==> config.mk <==
export PLATFORM = sky130hd
export DESIGN_NAME = can_err_tracker
export DESIGN_NICKNAME = d
export VERILOG_FILES = /design/src/rtl/can_err_pkg.sv /design/src/rtl/can_err_freeze_fsm.sv /design/src/rtl/can_err_counter.sv /design/src/rtl/can_err_warn.sv /design/src/rtl/can_err_tracker.sv
export SDC_FILE = /design/constraint.sdc
export NUM_CORES = 1
export LEC_CHECK = 0
export ABC_AREA = 1
export ABC_CLOCK_PERIOD_IN_PS = 3950
export BUFFER_PORTS_ARGS = -buffer_cell sky130_fd_sc_hd__buf_2
export CAP_MARGIN = 20
export CORE_MARGIN = 5
export CORE_UTILIZATION = 56
export DETAILED_ROUTE_END_ITERATION = 12
export MAX_ROUTING_LAYER = met4
export PLACE_DENSITY = 0.79
export SETUP_SLACK_MARGIN = 0.3
export SLEW_MARGIN = 25
export SYNTH_ARGS = -nofsm -noshare
export SYNTH_HDL_FRONTEND = slang
export SYNTH_SLANG_ARGS = --single-unit
==> constraint.sdc <==
create_clock -name clk -period 3.95 [get_ports clk]
set_input_delay 0.1975 -clock clk [delete_from_list [all_inputs] [get_ports clk]]
set_output_delay 0.1975 -clock clk [all_outputs]
set_load 0.05 [all_outputs]
==> src/rtl/can_err_pkg.sv <==
package can_err_pkg;
    typedef enum logic {
        ST_RUN    = 1'b0,
        ST_FROZEN = 1'b1
    } frz_state_t;

    typedef enum logic [2:0] {
        OP_HOLD = 3'd0,
        OP_LOAD = 3'd1,
        OP_ERR  = 3'd2,
        OP_ACK  = 3'd3,
        OP_OK   = 3'd4
    } cnt_op_t;
endpackage

==> src/rtl/can_err_freeze_fsm.sv <==
module can_err_freeze_fsm
    import can_err_pkg::*;
(
    input  logic clk,
    input  logic rst_n,
    input  logic frz_en_i,
    input  logic halt_i,
    output logic ack_o
);
    frz_state_t state_q, state_d;

    always_comb begin
        state_d = state_q;
        unique case (state_q)
            ST_RUN:    if (frz_en_i && halt_i)    state_d = ST_FROZEN;
            ST_FROZEN: if (!frz_en_i || !halt_i)  state_d = ST_RUN;
            default:   state_d = ST_RUN;
        endcase
    end

    always_ff @(posedge clk or negedge rst_n) begin
        if (!rst_n) state_q <= ST_RUN;
        else        state_q <= state_d;
    end

    always_comb begin
        ack_o = (state_q == ST_FROZEN);
    end

    assert_enter_R6: assert property (@(posedge clk) disable iff (!rst_n)
        (!ack_o && frz_en_i && halt_i) |=> ack_o);
    assert_leave_R6: assert property (@(posedge clk) disable iff (!rst_n)
        (ack_o && !halt_i) |=> !ack_o);
    assert_need_en_R6: assert property (@(posedge clk) disable iff (!rst_n)
        (!ack_o && !frz_en_i) |=> !ack_o);
endmodule

==> src/rtl/can_err_counter.sv <==
module can_err_counter
    import can_err_pkg::*;
#(
    parameter int CNT_W     = 8,
    parameter int ERR_STEP  = 8,
    parameter int ACK_CAP   = 128,
    parameter bit ACK_USED  = 1'b1
) (
    input  logic             clk,
    input  logic             rst_n,
    input  logic             load_i,
    input  logic [CNT_W-1:0] load_val_i,
    input  logic             err_i,
    input  logic             ack_err_i,
    input  logic             ok_i,
    output logic [CNT_W-1:0] cnt_o
);
    localparam int CNT_MAX = (1 << CNT_W) - 1;

    cnt_op_t          op;
    logic [CNT_W:0]   cnt_up;
    logic [CNT_W-1:0] cnt_q, cnt_d, err_val, ack_val;

    always_comb begin
        if (load_i)                    op = OP_LOAD;
        else if (err_i)                op = OP_ERR;
        else if (ack_err_i && ACK_USED) op = OP_ACK;
        else if (ok_i)                 op = OP_OK;
        else                           op = OP_HOLD;
    end

    always_comb begin
        cnt_up  = {1'b0, cnt_q} + (CNT_W+1)'(ERR_STEP);
        err_val = (cnt_up > (CNT_W+1)'(CNT_MAX)) ? CNT_W'(CNT_MAX) : cnt_up[CNT_W-1:0];
        if (cnt_q >= CNT_W'(ACK_CAP))
            ack_val = cnt_q;
        else if (cnt_up > (CNT_W+1)'(ACK_CAP))
            ack_val = CNT_W'(ACK_CAP);
        else
            ack_val = cnt_up[CNT_W-1:0];
    end

    always_comb begin
        cnt_d = cnt_q;
        unique case (op)
            OP_LOAD: cnt_d = load_val_i;
            OP_ERR:  cnt_d = err_val;
            OP_ACK:  cnt_d = ack_val;
            OP_OK:   cnt_d = (cnt_q == '0) ? cnt_q : cnt_q - 1'b1;
            OP_HOLD: cnt_d = cnt_q;
            default: cnt_d = cnt_q;
        endcase
    end

    always_ff @(posedge clk or negedge rst_n) begin
        if (!rst_n) cnt_q <= '0;
        else        cnt_q <= cnt_d;
    end

    assign cnt_o = cnt_q;

    assert_err_step_R1: assert property (@(posedge clk) disable iff (!rst_n)
        (err_i && !load_i) |=>
        (int'(cnt_o) == ((int'($past(cnt_o)) + ERR_STEP > CNT_MAX) ? CNT_MAX
                                                                  : int'($past(cnt_o)) + ERR_STEP)));
    assert_floor_R2: assert property (@(posedge clk) disable iff (!rst_n)
        (ok_i && !err_i && !ack_err_i && !load_i && cnt_o == '0) |=> (cnt_o == '0));
    assert_hold_R7: assert property (@(posedge clk) disable iff (!rst_n)
        (!load_i && !err_i && !ack_err_i && !ok_i) |=> $stable(cnt_o));
    assert_ack_cap_R8: assert property (@(posedge clk) disable iff (!rst_n)
        (ACK_USED && ack_err_i && !err_i && !load_i && cnt_o >= CNT_W'(ACK_CAP)) |=> $stable(cnt_o));
endmodule

==> src/rtl/can_err_warn.sv <==
module can_err_warn #(
    parameter int CNT_W       = 8,
    parameter int WARN_LVL    = 96,
    parameter int PASSIVE_LVL = 128
) (
    input  logic             clk,
    input  logic             rst_n,
    input  logic [CNT_W-1:0] tx_cnt_i,
    input  logic [CNT_W-1:0] rx_cnt_i,
    input  logic             irq_en_i,
    input  logic             irq_clr_i,
    output logic             tx_warn_o,
    output logic             rx_warn_o,
    output logic             passive_o,
    output logic             irq_o
);
    logic tx_warn_q, irq_q, irq_set;

    always_comb begin
        tx_warn_o = (tx_cnt_i >= CNT_W'(WARN_LVL));
        rx_warn_o = (rx_cnt_i >= CNT_W'(WARN_LVL));
        passive_o = (tx_cnt_i >= CNT_W'(PASSIVE_LVL)) || (rx_cnt_i >= CNT_W'(PASSIVE_LVL));
        irq_set   = irq_en_i && tx_warn_o && !tx_warn_q;
    end

    always_ff @(posedge clk or negedge rst_n) begin
        if (!rst_n) begin
            tx_warn_q <= 1'b0;
            irq_q     <= 1'b0;
        end else begin
            tx_warn_q <= tx_warn_o;
            if (irq_set)        irq_q <= 1'b1;
            else if (irq_clr_i) irq_q <= 1'b0;
        end
    end

    assign irq_o = irq_q;

    assert_irq_needs_en_R4: assert property (@(posedge clk) disable iff (!rst_n)
        (!irq_o && !irq_en_i) |=> !irq_o);
    assert_irq_needs_warn_R4: assert property (@(posedge clk) disable iff (!rst_n)
        (!irq_o && !tx_warn_o) |=> !irq_o);
    assert_irq_sticky_R5: assert property (@(posedge clk) disable iff (!rst_n)
        (irq_o && !irq_clr_i) |=> irq_o);
endmodule

==> src/rtl/can_err_tracker.sv <==
module can_err_tracker #(
    parameter int CNT_W       = 8,
    parameter int ERR_STEP    = 8,
    parameter int WARN_LVL    = 96,
    parameter int PASSIVE_LVL = 128,
    parameter int ACK_CAP     = 128
) (
    input  logic             clk,
    input  logic             rst_n,
    input  logic             tx_err,
    input  logic             tx_ack_err,
    input  logic             tx_ok,
    input  logic             rx_err,
    input  logic             rx_ok,
    input  logic             frz_en,
    input  logic             halt_req,
    output logic             frz_ack,
    input  logic             tx_cnt_wr,
    input  logic             rx_cnt_wr,
    input  logic [CNT_W-1:0] cnt_wdata,
    input  logic             warn_irq_en,
    input  logic             warn_irq_clr,
    output logic [CNT_W-1:0] tx_cnt,
    output logic [CNT_W-1:0] rx_cnt,
    output logic             tx_warn,
    output logic             rx_warn,
    output logic             err_passive,
    output logic             tx_warn_irq
);
    logic tx_load, rx_load;

    can_err_freeze_fsm u_frz (
        .clk      (clk),
        .rst_n    (rst_n),
        .frz_en_i (frz_en),
        .halt_i   (halt_req),
        .ack_o    (frz_ack)
    );

    assign tx_load = tx_cnt_wr && frz_ack;
    assign rx_load = rx_cnt_wr && frz_ack;

    can_err_counter #(.CNT_W(CNT_W), .ERR_STEP(ERR_STEP), .ACK_CAP(ACK_CAP), .ACK_USED(1'b1)) u_tx_cnt (
        .clk        (clk),
        .rst_n      (rst_n),
        .load_i     (tx_load),
        .load_val_i (cnt_wdata),
        .err_i      (tx_err),
        .ack_err_i  (tx_ack_err),
        .ok_i       (tx_ok),
        .cnt_o      (tx_cnt)
    );

    can_err_counter #(.CNT_W(CNT_W), .ERR_STEP(ERR_STEP), .ACK_CAP(ACK_CAP), .ACK_USED(1'b0)) u_rx_cnt (
        .clk        (clk),
        .rst_n      (rst_n),
        .load_i     (rx_load),
        .load_val_i (cnt_wdata),
        .err_i      (rx_err),
        .ack_err_i  (1'b0),
        .ok_i       (rx_ok),
        .cnt_o      (rx_cnt)
    );

    can_err_warn #(.CNT_W(CNT_W), .WARN_LVL(WARN_LVL), .PASSIVE_LVL(PASSIVE_LVL)) u_warn (
        .clk       (clk),
        .rst_n     (rst_n),
        .tx_cnt_i  (tx_cnt),
        .rx_cnt_i  (rx_cnt),
        .irq_en_i  (warn_irq_en),
        .irq_clr_i (warn_irq_clr),
        .tx_warn_o (tx_warn),
        .rx_warn_o (rx_warn),
        .passive_o (err_passive),
        .irq_o     (tx_warn_irq)
    );

    assert_ignore_wr_R7: assert property (@(posedge clk) disable iff (!rst_n)
        (!frz_ack && !tx_err && !tx_ack_err && !tx_ok) |=> $stable(tx_cnt));
    assert_ignore_rx_wr_R7: assert property (@(posedge clk) disable iff (!rst_n)
        (!frz_ack && !rx_err && !rx_ok) |=> $stable(rx_cnt));
endmodule

# ---- Word level (Yosys, flattened, before mapping)
# Index checks and enable logic that the tools add are counted.
dict set report word_totals {
  reg_bits 19
  output_inout_bits 21
  elab_cells 69
  input_bits 21
}
dict set report op_classes {
  n_bitwise 1
  add_sub_neg 4
  n_reduce_logical 17
  n_eq_ne 12
  magnitude_cmp 8
  mux 22
}
# op count
set ops {}
lappend ops {{two-way mux 8 bit} 8}
lappend ops {{one-hot mux 8 bit (4 select lines)} 2}
lappend ops {{> comparator 9 x 8 -> 1 bit (second input constant)} 4}
lappend ops {{two-way mux 3 bit} 7}
lappend ops {{adder 8 x 4 -> 9 bit (second input constant)} 2}
lappend ops {{greater-or-equal comparator 8 x 7 -> 1 bit (second input constant)} 2}
lappend ops {{greater-or-equal comparator 8 bit (second input constant)} 2}
lappend ops {{logical NOT 8 bit} 2}
lappend ops {{subtractor 8 x 1 -> 8 bit (second input constant)} 2}
lappend ops {{== test 3 x 2 -> 1 bit (second input constant)} 4}
lappend ops {{!= test 2 bit (second input constant)} 4}
lappend ops {{nonzero test 4 bit} 2}
lappend ops {{== test 3 x 1 -> 1 bit (second input constant)} 2}
lappend ops {{== test 3 bit (second input constant)} 2}
lappend ops {{AND reduction 3 bit} 2}
lappend ops {{logical AND 1 bit} 5}
lappend ops {{two-way mux 1 bit} 4}
lappend ops {{logical NOT 1 bit} 3}
lappend ops {{logical OR 1 bit} 2}
lappend ops {{one-hot mux 1 bit (2 select lines)} 1}
lappend ops {{nonzero test 2 bit} 1}
lappend ops {{NOT 1 bit} 1}

# ---- Logic depth before layout (Yosys ltp)
# Gate-level depths: netlist of the first run.
dict set report logic_depth {
  depth_word 7
  depth_mapped 12
  ltp_nobuf 12
}

# ---- By module
# Synthesis of the first run repeated with hierarchy kept, for this count alone.
dict set report unflattened {
  hier_cells 332
  area_unflattened_um2 2013.2
}
# mod instances area_per_inst_um2 seq_area_each_um2 cells_per_inst
set modules_own_cells {}
lappend modules_own_cells {{can_err_counter at u_tx_cnt} 1 979.7 200.2 164}
lappend modules_own_cells {{can_err_counter at u_rx_cnt} 1 880.8 200.2 145}
lappend modules_own_cells {can_err_warn 1 101.3 50.0 15}
lappend modules_own_cells {can_err_freeze_fsm 1 32.5 25.0 3}
lappend modules_own_cells {can_err_tracker 1 18.8 0.0 5}

# ---- Worst setup path before layout of the first run
# No wires, ideal clock.
dict set report synth_timing {
  kind {flip-flop to flip-flop}
  start {register u_tx_cnt.cnt_q[3], in the netlist u_tx_cnt.cnt_o[3]}
  end {register u_tx_cnt.cnt_q[0], in the netlist u_tx_cnt.cnt_o[0]}
  required_ns 3.818
  n_path_buf 0
  t_arrival_ns 1.873
  setup_ns 0.132
  path_slack_ns 1.946
  path_stages_with_launch 10
  cell_sequence {dfrtp_1 > inv_1 > ha_1 > and3_1 > nor2_1 > nand2_1 > nand2_2 > nor2_2 > nor2_4 > o21ai_0}
}
dict set report synth_between {
  elab_chain_cells 5
  elab_cells_between_ends 12
  classes_between {add/sub: 1; order compare: 3; eq/ne: 2; mux: 4; reduce/logical: 2}
}
# item line_no
set synth_rtl {}
lappend synth_rtl {{from (decl)} can_err_counter.sv:22} ;# logic [CNT_W-1:0] cnt_q, cnt_d, err_val, ack_val;
lappend synth_rtl {{from (signal assigned)} can_err_counter.sv:57} ;# else cnt_q <= cnt_d;
lappend synth_rtl {{adder 8 x 4 -> 9 bit} can_err_counter.sv:33} ;# cnt_up = {1'b0, cnt_q} + (CNT_W+1)'(ERR_STEP);
lappend synth_rtl {{> comparator 9 x 8 -> 1 bit} can_err_counter.sv:37} ;# else if (cnt_up > (CNT_W+1)'(ACK_CAP))
lappend synth_rtl {{two-way mux 8 bit} can_err_counter.sv:37}
lappend synth_rtl {{two-way mux 8 bit} can_err_counter.sv:35} ;# if (cnt_q >= CNT_W'(ACK_CAP))
lappend synth_rtl {{one-hot mux 8 bit (4 select lines)} can_err_counter.sv:45} ;# unique case (op)
# Parallel ways exist; a longest one is shown, timed or not. The select of a mux whose other input is x is not followed.
# A chain may end at the register's enable or synchronous reset.

# ---- Final worst setup path of the first run
dict set report layout_timing {
  start {register u_tx_cnt.cnt_q[3], in the netlist u_tx_cnt.cnt_o[3]}
  end {register u_tx_cnt.cnt_q[4], in the netlist u_tx_cnt.cnt_o[4]}
}
# The elaborated chain is that of the path after synthesis.

==> results.cfg, run 1 <==
[status]
outcome = completed

[routing]
first_iter_violations = 178
drc_errors = 0
avgRoutedWirePerCell_um = 12.88
drt-pass1-iter-count = 5
wirelength_um = 5101
viasPerCell = 5.293
num_vias = 2096
ant_nets = 0

[clock_tree]
post_cts_resize_count = 0
clock_latency_ns = 0.29
cts_buffers = 3
cts_hold_buffers = 1
clkTransAtPathRegs_ns = 0.11
cts_buffer_depth = 2
root_buffer = clkbuf_4
htreeDepth = 1
cts_sinks = 19
cts_tree = yes
post_cts_buffers = 0

[run]
drv_cap = 0

[critical_path]
worstSetupEndpointType = flip-flop
worstSetupPathType = reg -> reg
crit_chain = inv_1 -> ha_1 -> and3_1 -> nor2_1 -> nand2_1 -> nand2_2 -> nand2_2 -> nand2_1 -> o21ai_1 -> nand2_1
cp.arrival_ns = 2.07
cpMostUsedCell = nand2_1
cp_slowest_cell = dfrtp_1
start_kind = flip-flop
worstPathRequired_ns = 4.14
max_stage_delay_ns = 0.54
crit_fanout = 10

[timing]
layout_min_cycle_time_ns = 1.873
holdWs_ns = 0.08144
timing_hold_violations_final = 0
finalSetupViolations = 0
fmax_ghz = 0.5339
finalCritPeriodShare_pct = 47.42
tns_ns = 0
clock_skew_ns = 0.004037
rsz0062_at_grt = no
worstMarginPinSlew_ns = 0.5611
worst_slack_ns = 2.077
maxSlewViolCount = 0
max_slew_margin_pct = 62.34

[floorplan]
start_util_pct = 57.41
die_h_um = 68.26
io_pins = 42
die-area_sq_um = 4659
die_w_um = 68.26
fp.coreArea_sq_um = 3311
fp-row-count = 21

[yosys]
syn_area_sq_um = 1901
synth_area_per_cell_sq_um = 6.211
synth_seq_cells = 19
synth-seq-area-share_pct = 25.02
synth_fp_nets = 341
syn_inst = 306
synth_cell_types = 29
ys_warn_count = 0

[global_route]
antenna_found_initial = 0
grt-ovfl-total = 0
track_usage_pct = 24.47
grt_max_degree = 20
grt_pass1_wl_um = 8576
grt_pass1_vias = 1867

[final_layout]
n_fill_cell = 353
final_cells = 396
insertedDiodeCount = 0
layout-drive-gt1-share_pct = 19.14
nets = 386
utilization_pct = 65.87
area_growth_pct = 14.75

[placement]
gp_congestion = 0.9668
io_buffer_count = 41
dp.cells = 391
dp_slack_ns = 2.111
hpwl_um = 4127

[power_and_ir_drop]
p_per_area_nw_per_um2 = 603.9
vdd_ir_drop_max_mv = 0.2705
leakage_nw = 1.257

[min_path]
hp-class = in -> reg
-- cell usage in the layout (no fill, tap or decap) --
cell type / Yosys / layout
nor2_2: 3 / 3
dfrtp_1: 19 / 19
nor2_1: 27 / 27
nand4_1: 8 / 8
o21ai_0: 14 / 14
dlygate4sd3_1: 0 / 1
a21oi_1: 10 / 10
nand2_1: 95 / 95
clkbuf_4: 0 / 3
a32oi_1: 1 / 1
nand3b_1: 1 / 1
a21oi_2: 2 / 2
and3_1: 1 / 1
inv_1: 45 / 45
or2_2: 1 / 1
ha_1: 14 / 14
nand3_1: 34 / 34
xor2_1: 2 / 2
nor2_4: 1 / 1
nand2_2: 11 / 11
a22oi_1: 1 / 1
a211oi_1: 2 / 2
o22ai_1: 1 / 1
buf_2: 0 / 41
a21oi_4: 1 / 1
a21boi_0: 1 / 1
inv_2: 3 / 3
nand3_2: 1 / 1
a31oi_1: 2 / 2
clkbuf_1: 0 / 1
o21ai_1: 3 / 3
-- report_power, final --
| part | total, mW | switching (mW) | internal [mW] |
|---|---|---|---|
| clock | 0.0983 | 0.0590 | 0.0393 |
| combinational | 0.859 | 0.629 | 0.231 |
| sequential | 0.359 | 0.105 | 0.254 |
| total | 1.32 | 0.793 | 0.524 |
-- cells in the mapped netlist --
| library cell | n | area (sq um) |
|---|---|---|
| nor2_2 | 3 | 18.77 |
| buf_4 | 1 | 7.510 |
| nand2_1 | 95 | 356.6 |
| nand4_1 | 8 | 50.05 |
| o22ai_1 | 1 | 6.260 |
| nand3_1 | 34 | 170.2 |
| nand3_2 | 1 | 10.01 |
| a31oi_1 | 2 | 12.51 |
| a21oi_2 | 2 | 17.52 |
| nor2_1 | 27 | 101.4 |
| dfrtp_1 | 19 | 475.5 |
| a21boi_0 | 1 | 7.510 |
| o21ai_1 | 3 | 15.01 |
| inv_1 | 45 | 168.9 |
| nand2_2 | 11 | 68.82 |
| ha_1 | 14 | 175.2 |
| buf_6 | 1 | 11.26 |
| a21oi_4 | 1 | 16.27 |
| nand3b_1 | 1 | 7.510 |
| a211oi_1 | 2 | 15.01 |
| and3_1 | 1 | 6.260 |
| o21ai_0 | 14 | 70.07 |
| nor2_4 | 1 | 11.26 |
| inv_2 | 3 | 11.26 |
| a21oi_1 | 10 | 50.05 |
| a22oi_1 | 1 | 7.510 |
| or2_2 | 1 | 6.260 |
| xor2_1 | 2 | 17.52 |
| a32oi_1 | 1 | 8.760 |
-- through the flow --
stage	power, mW	area (sq um)
floorplan	1.018	1901
global placement	1.200	2145
detailed placement	1.216	2145
CTS	1.318	2181
global route	1.437	2181
finish	1.317	2181
-- final timing paths --
check	start	to	slack, ns	cells past startpoint
worst min register to register	u_warn.tx_warn_q$_DFF_PN0_	u_warn.irq_o$_DFFE_PN0P_	0.44	1
worst min-delay path	halt_req	u_frz.ack_o$_DFF_PN0_	0.08	3
max in group asynchronous	rst_n	u_rx_cnt.cnt_o[4]$_DFFE_PN0P_	3.27	2
worst max register to register	u_tx_cnt.cnt_o[3]$_DFFE_PN0P_	u_tx_cnt.cnt_o[4]$_DFFE_PN0P_	2.08	10
min in group asynchronous	rst_n	u_tx_cnt.cnt_o[7]$_DFFE_PN0P_	0.37	2
worst max-delay path	u_tx_cnt.cnt_o[3]$_DFFE_PN0P_	u_tx_cnt.cnt_o[4]$_DFFE_PN0P_	2.08	10
-- layer usage --
metal	routed length, um	vias to the layer above	track usage, %
li1	-	1065	-
met1	2497	951	35.46
met2	2230	78	36.82
met3	354	2	4.105
met4	19	0	2.481
met5	0	-	-
-- final cells by class --
cell class / count / area, sq um / area share [%]
clock buffers: 4 / 26.28 / 1.205
inverters: 48 / 180.2 / 8.262
multi-input cells: 237 / 1226 / 56.23
flip-flops and latches: 19 / 475.5 / 21.80
well taps: 46 / 57.56 / 2.639
repair buffers: 42 / 215.2 / 9.868
-- logic make-up (layout without fill, tap and decap cells) --
| logic type | count (synthesis) | after routing | share of synthesized area (%) |
|---|---|---|---|
| buffers and inverters | 50 | 94 | 10.47 |
| AOI/OAI and AO/OA | 38 | 38 | 11.92 |
| xor gates and xnor gates | 2 | 2 | 0.9218 |
| adders and majority gates | 14 | 14 | 9.217 |
| and+or+nand+nor | 183 | 183 | 42.46 |
| DFF | 19 | 19 | 25.02 |
-- flip-flops by register name, summed over array words and instances (netlist names) --
| register | count |
|---|---|
| u_rx_cnt.cnt_o | 8 |
| u_warn.irq_o | 1 |
| u_warn.tx_warn_q | 1 |
| u_tx_cnt.cnt_o | 8 |
| u_frz.ack_o | 1 |
-- worst max-delay path: cells and delay by family, from the launching register on --
| kind | cells | cell delay (ns) |
|---|---|---|
| simple gates | 7 | 0.60 |
| compound gates | 1 | 0.14 |
| fa+ha+maj | 1 | 0.34 |
| flops | 1 | 0.54 |
| buf+inv | 1 | 0.16 |
No activity file was read; power rests on OpenSTA's default activity.
==> run 2: changes to the inputs <==
--- a/config.mk
+++ b/config.mk
@@ -6,14 +6,14 @@
 export NUM_CORES = 1
 export LEC_CHECK = 0
 export ABC_AREA = 1
-export ABC_CLOCK_PERIOD_IN_PS = 3950
+export ABC_CLOCK_PERIOD_IN_PS = 1550
 export BUFFER_PORTS_ARGS = -buffer_cell sky130_fd_sc_hd__buf_2
 export CAP_MARGIN = 20
 export CORE_MARGIN = 5
-export CORE_UTILIZATION = 56
+export CORE_UTILIZATION = 50
 export DETAILED_ROUTE_END_ITERATION = 12
 export MAX_ROUTING_LAYER = met4
-export PLACE_DENSITY = 0.79
+export PLACE_DENSITY = 0.74
 export SETUP_SLACK_MARGIN = 0.3
 export SLEW_MARGIN = 25
 export SYNTH_ARGS = -nofsm -noshare
==> constraint.sdc (replaced) <==
create_clock -name clk -period 1.55 [get_ports clk]
set_input_delay 0.0775 -clock clk [delete_from_list [all_inputs] [get_ports clk]]
set_output_delay 0.0775 -clock clk [all_outputs]
set_load 0.05 [all_outputs]
==> run 2 against run 1 <==
Against the previous run:
- worst setup slack got worse by 2.2 ns
- the flow now finishes with violations (setup timing)
- die area increased by 10%
- cell count increased by 12%
- non-clock buffer count increased by 45
- register-to-register slack got worse by 2.2 ns
- clock skew increased by 0.0064 ns
- largest cell class unchanged
- sequential power increased to 2.8 times the previous value
- flip-flop and latch count unchanged
- via count increased by 17%
- highest routed layer unchanged
- first-iteration DRC count decreased by 7.9%
- critical path depth increased by 1
==> results.cfg, run 2 (synthesis results as in run 1) <==
[power_and_ir_drop]
p_per_area_nw_per_um2 = 1620
leakage_nw = 1.509
vdd_ir_drop_max_mv = 1.159

[timing]
rsz0062_at_grt = yes
tns_ns = -1.457
fmax_ghz = 0.5931
timing_hold_violations_final = 0
clock_skew_ns = 0.01046
worst_slack_ns = -0.1362
maxSlewViolCount = 0
holdWs_ns = 0.0005004
finalCritPeriodShare_pct = 108.8
layout_min_cycle_time_ns = 1.686
finalSetupViolations = 14
worstMarginPinSlew_ns = 0.6500
max_slew_margin_pct = 56.37

[routing]
drc_errors = 0
num_vias = 2451
first_iter_violations = 164
viasPerCell = 5.533
ant_nets = 0
avgRoutedWirePerCell_um = 15.07
drt-pass1-iter-count = 4
wirelength_um = 6675

[final_layout]
area_growth_pct = 54.44
nets = 431
insertedDiodeCount = 0
utilization_pct = 80.18
final_cells = 443
regArea_sq_um = 504.2
layout-drive-gt1-share_pct = 47.34
final_common_cell = nand2_1
multi_input_area_sq_um = 1500
n_fill_cell = 244
final_cell_mix = 79 x nand2_1, 36 x buf_4, 35 x buf_2

[status]
violations = setup timing
outcome = finished with violations

[clock_tree]
cts_buffers = 3
cts_tree = yes
clock_latency_ns = 0.27
cts_sinks = 19
root_buffer = clkbuf_8
htreeDepth = 1
cts_buffer_depth = 2
clkTransAtPathRegs_ns = 0.09

[global_route]
antenna_found_initial = 0
grt-ovfl-total = 0
grt_pass1_wl_um = 10140
track_usage_pct = 25.12
grt_max_degree = 20
grt_pass1_vias = 2215

[placement]
dp.cells = 427
hpwl_um = 4662
gp_congestion = 0.9371
io_buffer_count = 41

[min_path]
hp-class = in -> reg

[critical_path]
crit_fanout = 6
worstPathRequired_ns = 1.74
cp.arrival_ns = 1.88
start_kind = flip-flop
worstSetupPathType = reg -> reg
worstSetupEndpointType = flip-flop

[floorplan]
io_pins = 42
fp-row-count = 22
start_util_pct = 51.91
die_h_um = 71.66
die_w_um = 71.66
fp.coreArea_sq_um = 3661
die-area_sq_um = 5134

[run]
drv_cap = 0
-- run 2: through the flow --
step,power (mW),worst slack [ns],instance area [sq um]
final,4.756,-0.1362,2935
after global routing,5.050,-0.2116,2935
after detailed placement,3.712,-0.1452,2510
after global placement,3.653,-0.1129,2510
after CTS,4.422,-0.1247,2809
after floorplan,2.762,-0.07948,2012
-- run 2: final cells by class --
class | instances | share of cell area, %
multi-input cells | 237 | 51.11
repair buffers | 87 | 21.48
flip-flops and latches | 19 | 17.18
inverters | 48 | 6.650
well taps | 48 | 2.046
clock buffers | 4 | 1.535
-- run 2: timing repair --
action | in CTS | in global routing
setup endpoints to repair | 18 | 22
hold buffers | 2 | 0
buffers inserted | 8 | 2
resized for setup | 45 | 38
hold endpoints to repair | 20 | 0
pin swaps | 27 | 26
-- run 2: final timing paths --
check | from | to | slack, ns | depth (start not counted)
min | frz_en | u_frz.ack_o$_DFF_PN0_ | 0.0005 | 3
max in group asynchronous | rst_n | u_rx_cnt.cnt_o[3]$_DFFE_PN0P_ | 0.88 | 2
max reg2reg | u_tx_cnt.cnt_o[3]$_DFFE_PN0P_ | u_tx_cnt.cnt_o[2]$_DFFE_PN0P_ | -0.14 | 11
min reg2reg | u_warn.tx_warn_q$_DFF_PN0_ | u_warn.irq_o$_DFFE_PN0P_ | 0.44 | 1
max | u_tx_cnt.cnt_o[3]$_DFFE_PN0P_ | u_tx_cnt.cnt_o[2]$_DFFE_PN0P_ | -0.14 | 11
min in group asynchronous | rst_n | u_tx_cnt.cnt_o[7]$_DFFE_PN0P_ | 0.29 | 2
-- run 2: metal layers --
layer	up-vias	track usage (%)	wire, um
met1	1126	34.42	2718
met3	24	3.787	618
met5	-	-	0
met2	143	38.78	3155
met4	0	6.263	183
li1	1158	-	-
-- run 2: critical path, stage by stage (launching register included) --
cell and delay, ns:
dfrtp_4 0.54, buf_6 0.14, ha_1 0.19, nand3_1 0.08, nor2_1 0.06, nand2_2 0.08, nand2_4 0.07, nand2_2 0.06
nand2_2 0.06, nor2_4 0.18, nand2_1 0.07, o21ai_1 0.08
-- run 2: where the power goes --
group	leakage (nW)	internal (mW)	switching, mW
logic	1.27	1.35	2.03
registers	0.214	0.690	0.308
clock network	0.0228	0.183	0.191
total	1.51	2.23	2.53
==> run 3: changes to the inputs <==
--- a/config.mk
+++ b/config.mk
@@ -15,6 +15,7 @@
 export MAX_ROUTING_LAYER = met4
 export PLACE_DENSITY = 0.74
 export SETUP_SLACK_MARGIN = 0.3
+export SKIP_LAST_GASP = 1
 export SLEW_MARGIN = 25
 export SYNTH_ARGS = -nofsm -noshare
 export SYNTH_HDL_FRONTEND = slang
==> run 3 against run 2 <==
Against the previous run:
- the run still ends with setup timing left
- via count decreased by 0.16%
- utilization shrank 0.20 points
- global-route usage is 0.090 points lower
- fmax down 2.4%
- sequential power is essentially flat
- cell count unchanged
- register-to-register slack got worse by 0.04 ns
- largest cell class unchanged
- highest routed layer unchanged
==> results.cfg, run 3 (synthesis results as in run 1) <==
[routing]
num_vias = 2447
drt-pass1-iter-count = 6
wirelength_um = 6666
avgRoutedWirePerCell_um = 15.05
viasPerCell = 5.524
first_iter_violations = 219
ant_nets = 0
drc_errors = 0

[timing]
worst_slack_ns = -0.1784
fmax_ghz = 0.5786
max_slew_margin_pct = 61.17
finalSetupViolations = 14
maxSlewViolCount = 0
tns_ns = -1.579
clock_skew_ns = 0.009190
finalCritPeriodShare_pct = 111.5
layout_min_cycle_time_ns = 1.728
worstMarginPinSlew_ns = 0.5785
timing_hold_violations_final = 0
rsz0062_at_grt = yes

[critical_path]
start_kind = flip-flop
reg2reg_depth = 9
worstSetupEndpointType = flip-flop
cp.arrival_ns = 1.89
max_stage_delay_ns = 0.44
worstSetupPathType = reg -> reg
worstReg2RegEnd = u_tx_cnt.cnt_o[4]$_DFFE_PN0P_
crit_chain = inv_2 -> ha_1 -> nand3_1 -> nor2_1 -> a21oi_4 -> inv_1 -> nor2_1 -> o21ai_2 -> nand2_1
cp_slowest_cell = dfrtp_2
worstPathRequired_ns = 1.71
cpMostUsedCell = nor2_1
reg2reg_from = u_tx_cnt.cnt_o[0]$_DFFE_PN0P_
r2r_slack_ns = -0.18
crit_fanout = 6

[clock_tree]
clock_latency_ns = 0.26
cts_tree = yes
cts_sinks = 19
htreeDepth = 1
cts_buffers = 3
cts_buffer_depth = 2
clkTransAtPathRegs_ns = 0.08
root_buffer = clkbuf_8

[global_route]
grt_pass1_vias = 2227
grt-ovfl-total = 0
grt_pass1_wl_um = 10100
grt_max_degree = 20
track_usage_pct = 25.03
antenna_found_initial = 0

[placement]
dp.cells = 427
hpwl_um = 4662
gp_congestion = 0.9371
io_buffer_count = 41

[power_and_ir_drop]
power.share.switching_pct = 53.36
vdd_ir_drop_max_mv = 1.054
p_per_area_nw_per_um2 = 1624
comb_power_share_pct = 71.2
pwr-share-clk_pct = 7.7
p_int_mw = 2.218
leakage_nw = 1.511
p_switching_mw = 2.537
power_frac_seq_pct = 21.1

[final_layout]
final_cell_mix = 81 x nand2_1, 35 x buf_2, 35 x buf_4
final_common_cell = nand2_1
regArea_sq_um = 504.2
n_fill_cell = 245
final_cells = 443
area_growth_pct = 54.05
layout-drive-gt1-share_pct = 46.58
multi_input_area_sq_um = 1493
insertedDiodeCount = 0
nets = 431

[status]
outcome = finished with violations
violations = setup timing

[min_path]
hp-start = frz_en
hold_path_end = u_frz.ack_o$_DFF_PN0_
holdPathStages = 3
hp-class = in -> reg

[floorplan]
start_util_pct = 51.91
die-area_sq_um = 5134
io_pins = 42
fp-row-count = 22
fp.coreArea_sq_um = 3661
die_w_um = 71.66
die_h_um = 71.66

[run]
drv_cap = 0
-- run 3: power groups by stage --
| stage | clock, mW | sequential [mW] | combinational (mW) |
|---|---|---|---|
| floorplan | 0 | 1.41 | 1.35 |
| finish | 0.367 | 1.00 | 3.39 |
| global route | 0.398 | 1.03 | 3.62 |
| detailed placement | 0 | 0.981 | 2.73 |
| global placement | 0 | 0.970 | 2.68 |
| CTS | 0.366 | 0.973 | 3.04 |
-- run 3: how the worst max path moves through the flow --
stage | start | end | slack [ns] | cells past startpoint
after CTS | u_tx_cnt.cnt_o[4]$_DFFE_PN0P_ | u_tx_cnt.cnt_o[2]$_DFFE_PN0P_ | -0.12 | 12
after global routing | u_tx_cnt.cnt_o[0]$_DFFE_PN0P_ | u_tx_cnt.cnt_o[4]$_DFFE_PN0P_ | -0.24 | 9
after detailed placement | u_tx_cnt.cnt_o[4]$_DFFE_PN0P_ | u_tx_cnt.cnt_o[3]$_DFFE_PN0P_ | -0.15 | 11
after floorplan | u_tx_cnt.cnt_o[4]$_DFFE_PN0P_ | u_tx_cnt.cnt_o[0]$_DFFE_PN0P_ | -0.08 | 9
after global placement | u_tx_cnt.cnt_o[4]$_DFFE_PN0P_ | u_tx_cnt.cnt_o[4]$_DFFE_PN0P_ | -0.11 | 11
final | u_tx_cnt.cnt_o[0]$_DFFE_PN0P_ | u_tx_cnt.cnt_o[4]$_DFFE_PN0P_ | -0.18 | 9
-- run 3: final cells by class --
type	count	area share, %
Tap cell	48	2.051
Sequential cell	19	17.22
Multi-Input combinational cell	237	50.98
Clock buffer	4	1.538
Timing Repair Buffer	87	21.54
Inverter	48	6.667
-- run 3: critical path: cells and delay by family (launching register included) --
family	cells	cell delay (ns)
adder cells (fa/ha/maj)	1	0.21
AND/OR/NAND/NOR	4	0.51
AO/OA/AOI/OAI	2	0.19
flip-flops	1	0.44
buffers and inverters	2	0.27
-- run 3: timing repair --
| item | 4_1_cts | 5_1_grt |
|---|---|---|
| resized for setup | 38 | 44 |
| setup endpoints to repair | 18 | 22 |
| pin swaps | 27 | 20 |
| hold endpoints to repair | 20 | 0 |
| hold buffers | 2 | 0 |
| setup buffers | 8 | 2 |
-- run 3: layer usage --
metal / up-vias / part of all wire (%) / GRT usage, %
met3: 17 / 8.8 / 4.067
met1: 1132 / 42 / 33.90
li1: 1160 / - / -
met5: - / 0 / -
met4: 0 / 2.1 / 6.263
met2: 138 / 47 / 38.88
-- run 3: per-stage QoR --
stage	utilization (%)	power (mW)	hold slack, ns	setup slack (ns)	instance area, sq um
detailed placement	68.56	3.712	0.06291	-0.1452	2510
global route	79.97	5.049	0.02333	-0.2394	2928
CTS	76.14	4.382	0.007850	-0.1247	2788
global placement	68.56	3.653	0.05652	-0.1129	2510
floorplan	-	2.762	-0.2181	-0.07948	2012
finish	79.97	4.754	0.005618	-0.1784	2928
